`config.mk`:
```
export PLATFORM = sky130hd
export DESIGN_NAME = mbus_slave_if
export DESIGN_NICKNAME = d
export VERILOG_FILES = /design/src/rtl/mbus_pkg.sv /design/src/rtl/mbus_sync.sv /design/src/rtl/mbus_addr_latch.sv /design/src/rtl/mbus_ctrl.sv /design/src/rtl/mbus_slave_if.sv
export SDC_FILE = /design/constraint.sdc
export NUM_CORES = 1
export LEC_CHECK = 0
export BUFFER_PORTS_ARGS = -buffer_cell sky130_fd_sc_hd__buf_2
export CORE_ASPECT_RATIO = 0.5
export CORE_MARGIN = 1
export CORE_UTILIZATION = 40
export DETAILED_ROUTE_END_ITERATION = 8
export PLACE_DENSITY = 0.65
export REMOVE_ABC_BUFFERS = 1
export SYNTH_ARGS = -nofsm -noshare
export SYNTH_HDL_FRONTEND = slang
export SYNTH_SLANG_ARGS = --single-unit
export TNS_END_PERCENT = 30
```
`constraint.sdc`:
```
create_clock -name clk -period 4.3 [get_ports clk]
set_input_delay 0.43 -clock clk [delete_from_list [all_inputs] [get_ports clk]]
set_output_delay 0.43 -clock clk [all_outputs]
set_load 0.005 [all_outputs]
```
`src/rtl/mbus_pkg.sv`:
```
// Package: shared bus command type and the strobe-pattern decoder.
// Assumes strobes are active low and already synchronized.
package mbus_pkg;

    typedef enum logic [2:0] {
        CMD_IDLE,
        CMD_FETCH,
        CMD_READ,
        CMD_WRITE,
        CMD_BAD
    } bus_cmd_e;

    // Map the three strobe levels onto one command.
    function automatic bus_cmd_e decode_cmd(input logic psen_n, input logic rd_n, input logic wr_n);
        case ({psen_n, rd_n, wr_n})
            3'b111:  return CMD_IDLE;
            3'b011:  return CMD_FETCH;
            3'b101:  return CMD_READ;
            3'b110:  return CMD_WRITE;
            default: return CMD_BAD;
        endcase
    endfunction

endpackage

```
`src/rtl/mbus_sync.sv`:
```
// Module: multi-bit flop-chain synchronizer.
// Assumes each bit is an independent slow level; no bus coherency is implied.
module mbus_sync #(
    parameter int             W       = 1,
    parameter int             STAGES  = 2,
    parameter logic [W-1:0]   RST_VAL = '0
) (
    input  logic         clk,
    input  logic         rst_n,
    input  logic [W-1:0] d,
    output logic [W-1:0] q
);
    logic [W-1:0] stg [STAGES];

    // Shift the asynchronous inputs through the chain.
    always_ff @(posedge clk) begin
        if (!rst_n) begin
            for (int i = 0; i < STAGES; i++) stg[i] <= RST_VAL;
        end else begin
            stg[0] <= d;
            for (int i = 1; i < STAGES; i++) stg[i] <= stg[i-1];
        end
    end

    assign q = stg[STAGES-1];
endmodule

```
`src/rtl/mbus_addr_latch.sv`:
```
// Module: captures the full address and the device select on the latch strobe's
// falling edge. Assumes the raw address pins stay stable until the edge is seen
// through the synchronizer.
module mbus_addr_latch #(
    parameter int HI_W = 8,
    parameter int LO_W = 8,
    localparam int ADDR_W = HI_W + LO_W
) (
    input  logic              clk,
    input  logic              rst_n,
    input  logic              ale_s,
    input  logic              ce_n_s,
    input  logic [HI_W-1:0]   a_hi,
    input  logic [LO_W-1:0]   ad_lo,
    output logic [ADDR_W-1:0] addr_q,
    output logic              sel_q
);
    logic ale_prev;
    logic ale_fall;

    assign ale_fall = ale_prev & ~ale_s;

    // Remember the last synchronized latch strobe level.
    always_ff @(posedge clk) begin
        if (!rst_n) ale_prev <= 1'b0;
        else        ale_prev <= ale_s;
    end

    // On the falling edge, grab the address and judge the device select.
    always_ff @(posedge clk) begin
        if (!rst_n) begin
            addr_q <= '0;
            sel_q  <= 1'b0;
        end else if (ale_fall) begin
            addr_q <= {a_hi, ad_lo};
            sel_q  <= ~ce_n_s;
        end
    end
endmodule

```
`src/rtl/mbus_ctrl.sv`:
```
// Module: tracks the strobe command, raises read requests and write pulses,
// and owns the pad output enable. Assumes cmd comes from synchronized strobes
// and that write data is still on the pins when the write ends.
module mbus_ctrl
    import mbus_pkg::*;
#(
    parameter int              HI_W     = 8,
    parameter int              LO_W     = 8,
    parameter logic [HI_W-1:0] REG_PAGE = '1,
    localparam int ADDR_W = HI_W + LO_W
) (
    input  logic              clk,
    input  logic              rst_n,
    input  bus_cmd_e          cmd,
    input  logic              sel,
    input  logic [ADDR_W-1:0] addr,
    input  logic [LO_W-1:0]   ad_lo,
    output logic              rd_req,
    output logic              rd_is_reg,
    output logic [ADDR_W-1:0] rd_addr,
    output logic              wr_pulse,
    output logic [ADDR_W-1:0] wr_addr,
    output logic [LO_W-1:0]   wr_data,
    output logic              oe
);
    bus_cmd_e cmd_prev;
    bus_cmd_e rd_kind;
    logic     rd_act;
    logic     wr_armed;
    logic     rd_start;
    logic     wr_start;

    assign rd_start = sel && (cmd_prev == CMD_IDLE) && (cmd == CMD_FETCH || cmd == CMD_READ);
    assign wr_start = sel && (cmd_prev == CMD_IDLE) && (cmd == CMD_WRITE);
    assign oe       = rd_act && (cmd == rd_kind);

    // Keep the previous command for edge decisions.
    always_ff @(posedge clk) begin
        if (!rst_n) cmd_prev <= CMD_IDLE;
        else        cmd_prev <= cmd;
    end

    // Issue a read request and hold the read active while its strobe stays low.
    always_ff @(posedge clk) begin
        if (!rst_n) begin
            rd_req    <= 1'b0;
            rd_is_reg <= 1'b0;
            rd_addr   <= '0;
            rd_kind   <= CMD_IDLE;
            rd_act    <= 1'b0;
        end else begin
            rd_req <= 1'b0;
            if (rd_start) begin
                rd_req    <= 1'b1;
                rd_addr   <= addr;
                rd_is_reg <= (cmd == CMD_READ) && (addr[ADDR_W-1 -: HI_W] == REG_PAGE);
                rd_kind   <= cmd;
                rd_act    <= 1'b1;
            end else if (rd_act && cmd != rd_kind) begin
                rd_act <= 1'b0;
            end
        end
    end

    // Arm on a clean write start, fire when it ends cleanly, drop it otherwise.
    always_ff @(posedge clk) begin
        if (!rst_n) begin
            wr_armed <= 1'b0;
            wr_pulse <= 1'b0;
            wr_addr  <= '0;
            wr_data  <= '0;
        end else begin
            wr_pulse <= 1'b0;
            if (wr_start) begin
                wr_armed <= 1'b1;
            end else if (wr_armed && cmd == CMD_IDLE) begin
                wr_armed <= 1'b0;
                wr_pulse <= 1'b1;
                wr_addr  <= addr;
                wr_data  <= ad_lo;
            end else if (wr_armed && cmd != CMD_WRITE) begin
                wr_armed <= 1'b0;
            end
        end
    end
endmodule

```
`src/rtl/mbus_slave_if.sv`:
```
// Module: top of the multiplexed bus slave. Synchronizes the bus controls,
// latches the address, decodes the access and models the shared pads.
// Assumes a single bus master and an internal clock well above the strobe rate.
module mbus_slave_if
    import mbus_pkg::*;
#(
    parameter int                HI_W        = 8,
    parameter int                DATA_W      = 8,
    parameter int                SYNC_STAGES = 2,
    parameter logic [HI_W-1:0]   REG_PAGE    = '1,
    localparam int ADDR_W = HI_W + DATA_W
) (
    input  logic              clk,
    input  logic              rst_n,
    input  logic              ale,
    input  logic              ce_n,
    input  logic              psen_n,
    input  logic              rd_n,
    input  logic              wr_n,
    input  logic [HI_W-1:0]   a_hi,
    input  logic [DATA_W-1:0] ad_in,
    output logic [DATA_W-1:0] ad_out,
    output logic              ad_oe,
    output logic              rd_req,
    output logic              rd_is_reg,
    output logic [ADDR_W-1:0] rd_addr,
    input  logic [DATA_W-1:0] rd_data,
    output logic              wr_pulse,
    output logic [ADDR_W-1:0] wr_addr,
    output logic [DATA_W-1:0] wr_data,
    output logic              standby
);
    logic [4:0]        ctl_s;
    logic              ale_s, ce_n_s, psen_s, rd_s, wr_s;
    logic [ADDR_W-1:0] addr_q;
    logic              sel_q;
    bus_cmd_e          cmd;

    mbus_sync #(
        .W       (5),
        .STAGES  (SYNC_STAGES),
        .RST_VAL (5'b01111)
    ) sync_i (
        .clk   (clk),
        .rst_n (rst_n),
        .d     ({ale, ce_n, psen_n, rd_n, wr_n}),
        .q     (ctl_s)
    );

    assign {ale_s, ce_n_s, psen_s, rd_s, wr_s} = ctl_s;
    assign cmd     = decode_cmd(psen_s, rd_s, wr_s);
    assign standby = ce_n_s & ~ale_s;

    mbus_addr_latch #(
        .HI_W (HI_W),
        .LO_W (DATA_W)
    ) latch_i (
        .clk    (clk),
        .rst_n  (rst_n),
        .ale_s  (ale_s),
        .ce_n_s (ce_n_s),
        .a_hi   (a_hi),
        .ad_lo  (ad_in),
        .addr_q (addr_q),
        .sel_q  (sel_q)
    );

    mbus_ctrl #(
        .HI_W     (HI_W),
        .LO_W     (DATA_W),
        .REG_PAGE (REG_PAGE)
    ) ctrl_i (
        .clk       (clk),
        .rst_n     (rst_n),
        .cmd       (cmd),
        .sel       (sel_q),
        .addr      (addr_q),
        .ad_lo     (ad_in),
        .rd_req    (rd_req),
        .rd_is_reg (rd_is_reg),
        .rd_addr   (rd_addr),
        .wr_pulse  (wr_pulse),
        .wr_addr   (wr_addr),
        .wr_data   (wr_data),
        .oe        (ad_oe)
    );

    assign ad_out = ad_oe ? rd_data : '0;
endmodule

```
# --- Yosys cells after proc, flatten, opt, wreduce, memory -nomap -nowiden ---
# Memories as Yosys holds them, arrays and structs flattened.
# Cells that the tools add are included.
classes:
  eq_ne: 11
  muxes: 13
  n_bitwise: 8
  reduce_logical: 15
ops:
  columns: ["operator", "n"]
  rows:
  - ["$pmux W3 S4", 1]
  - ["$mux W5", 2]
  - ["$eq A3 B2 Y1 const B", 3]
  - ["$eq A3 B3 Y1 const B", 3]
  - ["$mux W1", 9]
  - ["$eq A8 B8 Y1 const B", 1]
  - ["$logic_and A1 B1 Y1", 8]
  - ["$mux W8", 1]
  - ["$logic_not A3 Y1", 2]
  - ["$not A1 Y1", 4]
  - ["$eq A3 B1 Y1 const B", 1]
  - ["$eq A3 B3 Y1", 1]
  - ["$ne A3 B2 Y1 const B", 1]
  - ["$ne A3 B3 Y1", 1]
  - ["$reduce_bool A3 Y1", 1]
  - ["$and A1 B1 Y1", 2]
  - ["$or A1 B1 Y1", 2]
  - ["$reduce_and A2 Y1", 1]
  - ["$reduce_bool A2 Y1", 1]
  - ["$reduce_or A2 Y1", 1]
  - ["$logic_or A1 B1 Y1", 1]
word_totals:
  ff_bits: 69
  ram_bits: 10
  input_bits: 31
  out_inout_bits: 53
  word_cells: 61
  n_memories: 1
mem_list:
  columns: ["memory", "words", "word_bits", "read_ports", "rd_clocked_by_memory_dff", "wr", "line", "rtl"]
  rows:
  - ["sync_i.stg", 2, 5, 2, 0, 2, "mbus_sync.sv:13", "logic [W-1:0] stg [STAGES];"]

# --- Longest topological paths before layout ---
# Gate-level depths: netlist of the first run.
depth:
  ltp_word: 7
  mapped_depth: 7

# --- Cells and area by module ---
# Synthesis of the first run repeated with hierarchy kept, for this count alone.
unflattened:
  hier_cells: 335
  area_unflattened_um2: 3124.2
modules_own_cells:
  columns: ["module", "instances", "cells_each", "area_per_inst_um2"]
  rows:
  - ["mbus_ctrl", 1, 219, 1993.2]
  - ["mbus_addr_latch", 1, 76, 730.7]
  - ["mbus_sync", 1, 25, 300.3]
  - ["mbus_slave_if", 1, 15, 100.1]

# --- Worst setup path before layout of the first run ---
# OpenSTA, ideal clock, no wires.
synth_path:
  path_kind: "reg-to-output"
  startpoint: "memory sync_i.stg[1][1] (netlist: sync_i.stg[0][6])"
  endpoint: "output port ad_out[0]"
  t_arrival_ps: 1304
  path_slack_ps: 2566
  stages_incl_launch_ff: 6
  path_buffers: 1
  cell_sequence: "dfxtp_1 -> buf_6 -> maj3_2 -> xor2_1 -> o311a_4 -> and2_1"
synth_rtl:
  columns: ["element", "line", "rtl"]
  rows:
  - ["from (decl)", "mbus_sync.sv:13", null]
  - ["to (decl)", "mbus_slave_if.sv:22", "output logic [DATA_W-1:0] ad_out,"]

==> results of run 1 <==
==> routing by layer <==
layer	vias up	routed length [um]	GRT usage (%)
li1	1166	-	-
met1	1098	2790	19.5
met2	40	2900	27.4
met3	6	241	4.63
met4	0	49	6.88
met5	-	0	0
==> cells in the mapped netlist (all sizes together) <==
| cell | instances | area [um2] |
|---|---|---|
| clkbuf | 8 | 30.0 |
| and2 | 12 | 75.1 |
| xnor2 | 2 | 17.5 |
| nand2b | 11 | 68.8 |
| o311a | 1 | 21.3 |
| a22o | 16 | 160 |
| a31o | 1 | 8.76 |
| a31oi | 2 | 18.8 |
| nor3 | 2 | 10.0 |
| a211oi | 2 | 15.0 |
| nor2b | 2 | 12.5 |
| nor4b | 1 | 23.8 |
| nor2 | 7 | 28.8 |
| o21a | 1 | 7.51 |
| nand4 | 2 | 12.5 |
| a21oi | 42 | 210 |
| or3b | 1 | 8.76 |
| nor4 | 2 | 12.5 |
| a21o | 1 | 7.51 |
| maj3 | 1 | 11.3 |
| nand3 | 3 | 15.0 |
| inv | 3 | 11.3 |
| buf | 11 | 93.8 |
| a22oi | 1 | 7.51 |
| nand2 | 86 | 323 |
| nand3b | 1 | 7.51 |
| xor2 | 2 | 17.5 |
| and4 | 1 | 8.76 |
| dfxtp | 79 | 1580 |
==> cell type report <==
class                      count  area share, %
tap                           92           3.28
multi-input combinational    203           31.7
sequential                    79           45.1
clock inverter                 5           1.00
clock buffer                  10           6.53
inverter                       3          0.321
timing repair buffer          84           12.1
==> stage by stage <==
step           util, %  cell area [um2]  total power, uW  hold WS, ns
2_1_floorplan        -             2700              791        0.386
3_5_place_dp      48.0             3240              817        0.391
5_1_grt           51.9             3500             1520        0.274
6_report          51.9             3500             1470        0.285
4_1_cts           51.9             3500             1490        0.276
3_3_place_gp      48.0             3240              815        0.390
==> cells by family after synthesis <==
| kind of cell | count (synthesis) | synth area share (%) |
|---|---|---|
| simple gates | 131 | 21.5 |
| flops | 79 | 56.0 |
| compound gates | 67 | 16.2 |
| buf+inv | 22 | 4.78 |
| xor+xnor | 4 | 1.24 |
| fa+ha+maj | 1 | 0.398 |
==> worst register-to-register path, stage by stage, from the launching register on <==
cell and delay (ns):
dfxtp_1 0.59, nand4_1 0.95, nand2_1 0.33, a21oi_1 0.09
==> report_power, final <==
part / leakage, uW / internal, uW / switching, uW / total, uW
registers: 0.000640 / 742 / 9.28 / 751
clock network: 0.000129 / 388 / 281 / 669
logic: 0.000726 / 21.9 / 27.4 / 49.3
total: 0.00149 / 1150 / 318 / 1470
==> worst paths after layout <==
kind | slack, ns | depth (start not counted) | end | from
max | 1.88 | 5 | ad_out[2] | sync_i.stg[0][5]
min | 0.29 | 2 | sync_i.stg[0][2] | psen_n
max reg2reg | 2.20 | 3 | ctrl_i.wr_addr[12] | sync_i.stg[0][5]
min reg2reg | 0.40 | 1 | sync_i.stg[0][8] | sync_i.stg[0][3]
==> metrics.md, run 1 <==
| Metric | Value |
|---|---|
| Clk_skew | roughly 0.0064 ns |
| Share of cells above drive strength 1 | roughly a third |
| Die ar. | roughly 7400 um2 |
| Synthesized flop and latch total | a little under 80 |
| Highest-delay cell along the critical path | dfxtp_1 |
| Root Buffer Master | clkbuf_16 |
| Post-synthesis cell count | 304 |
| Total I/O pin count | between 80 and 90 |
| CP cell instances | or3b_1 > a21oi_1 > o311a_4 > and2_1 > buf_2 |
| Die Ht | around 61 um |
| Fmax | between 400 and 500 MHz |
| Status | finished, final reports clean |
| Number of library cell types mapped by synthesis | 36 |
| Avg Inst Size Synth | roughly 9.3 um2 |
| Period utilization | between 50 and 60% |
| Minimum clock period | about 2.4 ns |
| Layout area overhead | 24.0% |
| Area of the multi-input gates | approximately 1100 um2 |
| Initial antenna violation count | 0 |
| Diodes inserted | 0 |
| Worst path top cell family by delay | flip-flops |
| Slew Viols, Final | 0 |
| Fin worst setup slack | about 1.9 ns |
| Core area | roughly 6800 um2 |
| Total track usage | between 10% and 20% |
| Max transition margin | ~28% |
| Final HPWL DP | 4030 um |
| # nets final | 411 |
| Max Buffers Root-to-Sink | 2 |
| Skew-Pair Late Insertion Delay | around 0.32 ns |
| Row cnt | 21 |
| Peak VDD IR | 0.000250 V |
| Worst Setup End Kind | output port |
| CP arrival | approximately 2 ns |
| Yosys warns | 0 |
| Clock-pin slew on the worst setup and hold paths | roughly 0.060 ns |
| WL per Instance | about 13 um |
| Vias | around 2300 |
| IO Port Bufs | 83 |
| Sink Count | slightly below 80 |
| Global route total overflow | 0 |
| Post-DRT Antenna Nets | 0 |
| Critical setup path kind | reg -> out |
| Leak Pwr | 0.00149 uW |
| Cell area after synthesis | between 2000 and 3000 um2 |
| Fin cells | ~480 |
| Largest net degree at the start of global routing | 47 |
| Place WS | around 2.1 ns |
| Most frequent cells in the layout | 86 x nand2_1, 83 x buf_2, 79 x dfxtp_1 |
| Horiz. Die Dim | 121 um |
| Gp weighted congestion | roughly 0.74 |
| CTS tree | yes |
| Critical Path Source Type | flip-flop |
| Req. time, crit path | roughly 3.9 ns |
| First-pass GRT wire length | 9090 um |
| Sequential Area | around 1600 um2 |
| # setup viols final | 0 |
| Placed cells | about 460 |
| WL final | 5980 um |
| DRC viols | 0 |
| Power Dens Cells | around 420 nW/um2 |
| HP Class | in -> reg |
| Max Cap Viol | 0 |
| Largest stage delay, worst path | ~0.59 ns |
| Post-cts gate resize count | 0 |
| RSZ-0062 raised after global routing | no |
| Setup TNS | 0 ns |
| Setup repair bufs after CTS | 0 |
| Commonest non-fill, non-tap cell in the layout | nand2_1 |
| WP buf/inv | 1 |
| Initial DRC count | 165 |
| Post-synthesis sequential area ratio | between 50% and 60% |
| Vias in the first global route | 2025 |
| Initial Utilization | about two fifths |
| Final hold vios | 0 |
| Via density | slightly below 5 |
| Largest regs | ctrl_i.rd_addr: 16 flops, ctrl_i.wr_addr: 16 flops, latch_i.addr_q: 16 flops |
| Maximum fanout along the worst path | 13 |
| Tightest Pin Transition | between 1 and 1.5 ns |
| DR pass1 iterations | 4 |
| Cts hold-fix bufs | 0 |
| Fillers | approximately 650 |
| H-tree levels | 3 |
| TritonCTS Buffers | 9 |
No activity file was read; power rests on OpenSTA's default activity.
==> inputs of run 2 (changes only) <==
Settings changed: PLACE_DENSITY 0.65 to 0.68.
Clock period 4.3 ns to 2 ns, I/O delays scaled along.
==> run 2 against run 1 <==
Against the previous run:
- design area up 6.9%
- first-iteration DRC count increased by 1.8%
- clock skew up 0.0018 ns
- sequential share of layout area decreased by 2.6 points
- register-to-register slack worse by 1.9 ns
- worst setup slack got worse by 1.9 ns
- core utilization grew 3.6 points
- largest cell class unchanged
- highest routed layer unchanged
- via count is 2.1% higher
- sequential power rose by 110%
- die area stayed put
- count of clock-buffer cells in the layout did not move
==> metrics.md, run 2 (synthesis gave the netlist of run 1 again) <==
| Metric | Value |
|---|---|
| First-pass GRT wire length | 9330 um |
| Final HPWL DP | roughly 4000 um |
| Vias | 2359 |
| Total track usage | around 17% |
| Period utilization | between 90 and 100% |
| Initial DRC count | between 150 and 200 |
| Max Cap Viol | 0 |
| Clk_skew | 0.00822 ns |
| DR pass1 iterations | 4 |
| Post-DRT Antenna Nets | 0 |
| WL final | ~6400 um |
| IO Port Bufs | between 80 and 90 |
| Power Dens Cells | 883 nW/um2 |
| Overall Power | between 3000 and 4000 uW |
| Critical setup path kind | reg -> out |
| Gp weighted congestion | 0.811 |
| RSZ-0062 raised after global routing | yes |
| Commonest non-fill, non-tap cell in the layout | nand2_1 |
| Hold WS | a little over 0.05 ns |
| Fmax | roughly 510 MHz |
| Max transition margin | approximately 42% |
| Most frequent cells in the layout | 86 x nand2_1, 78 x buf_2, 75 x dfxtp_1 |
| Leak Pwr | between 0.0015 and 0.002 uW |
| Root Buffer Master | clkbuf_16 |
| # setup viols final | 0 |
| Final Instance Area | about 3700 um2 |
| Slew Viols, Final | 0 |
| Total I/O pin count | 84 |
| HP Class | in -> reg |
| Critical Path Source Type | flip-flop |
| Sink Count | 79 |
| Psw | between 600 and 700 uW |
| CP arrival | roughly 1.8 ns |
| Seq pwr share | approximately half |
| Comb pwr share | between 3 and 4% |
| Clock-pin slew on the worst setup and hold paths | 0.05 ns |
| Initial Utilization | 41.9% |
| CTS tree | yes |
| Share of cells above drive strength 1 | a little under two fifths |
| DRC viols | 0 |
| Largest net degree at the start of global routing | 46 |
| Req. time, crit path | around 1.8 ns |
| Share of total power in the clock network | a little under half |
| Setup TNS | 0 ns |
| Switch share | 21.0% |
| WL per Instance | roughly 13 um |
| Via density | ~4.8 |
| Fin cells | 491 |
| Global route total overflow | 0 |
| Largest regs | ctrl_i.rd_addr: 16 flops, ctrl_i.wr_addr: 16 flops, latch_i.addr_q: 16 flops |
| Core area | just under 7000 um2 |
| Fillers | between 600 and 700 |
| TritonCTS Buffers | 9 |
| Worst Setup End Kind | output port |
| Minimum clock period | slightly below 2 ns |
| P_int | 2610 uW |
| # nets final | around 430 |
| Vias in the first global route | about 2000 |
| H-tree levels | 3 |
| Post-placement cell area | ~3300 um2 |
| Maximum fanout along the worst path | 8 |
| Layout area overhead | 32.5% |
| Status | finished, final reports clean |
| Max Buffers Root-to-Sink | 2 |
| Row cnt | 21 |
| Die Ht | 61.4 um |
| Placed cells | approximately 470 |
| Diodes inserted | 0 |
| Tightest Pin Transition | about 0.86 ns |
| Peak VDD IR | 0.000417 V |
| Final hold vios | 0 |
| Skew-Pair Late Insertion Delay | about 0.33 ns |
| Die ar. | between 7000 and 8000 um2 |
| Initial antenna violation count | 0 |
| Horiz. Die Dim | about 120 um |
==> run 2: area by class of cell <==
class / instances / area [um2] / area share [%]
Multi-Input combinational cell: 204 / 1180 / 31.6
Clock buffer: 10 / 229 / 6.11
Clock inverter: 6 / 61.3 / 1.64
Tap cell: 92 / 115 / 3.07
Inverter: 3 / 11.3 / 0.301
Sequential cell: 79 / 1590 / 42.6
Timing Repair Buffer: 97 / 552 / 14.7
==> run 2: final timing paths <==
path / depth (start not counted) / endpoint / from / slack, ns
worst min register to register: 1 / sync_i.stg[0][6] / sync_i.stg[0][1] / 0.40
worst max register to register: 4 / ctrl_i.rd_addr[5] / sync_i.stg[0][6] / 0.27
worst min-delay path: 2 / sync_i.stg[0][2] / psen_n / 0.05
worst max-delay path: 5 / ad_out[5] / sync_i.stg[0][6] / 0.02
==> run 2: what timing repair did <==
item,CTS,global route
gates resized for setup,4,20
buffers inserted,0,7
gates cloned,0,1
pin swaps,0,9
endpoints found under the setup margin,9,8
hold buffers,0,0
==> run 2: metal layers <==
| metal | routed length [um] | part of all wire [%] | GRT usage [%] | vias up |
|---|---|---|---|---|
| met4 | 72 | 1.1 | 7.94 | 0 |
| li1 | - | - | - | 1194 |
| met5 | 0 | 0 | 0 | - |
| met3 | 328 | 5.2 | 5.37 | 7 |
| met1 | 2840 | 45 | 20.1 | 1104 |
| met2 | 3120 | 49 | 27.9 | 54 |
==> run 2: power by group through the flow <==
stage,combinational [uW],clock [uW],sequential (uW)
global route,144,1660,1610
floorplan,55.7,0,1640
global placement,109,0,1650
detailed placement,112,0,1650
CTS,112,1600,1610
finish,130,1570,1610
==> run 2: critical path, stage by stage, from the launching register on <==
cell,delay (ns)
dfxtp_4,0.37
maj3_2,0.40
xor2_4,0.21
o311a_4,0.25
and2_4,0.14
buf_6,0.08
==> run 2: stage by stage <==
stage	utilization, %	worst slack (ns)
after floorplan	-	0.366
after global placement	48.7	0.289
after detailed placement	48.7	0.201
after CTS	53.0	0.0181
after global routing	55.5	-0.0387
final	55.5	0.0231
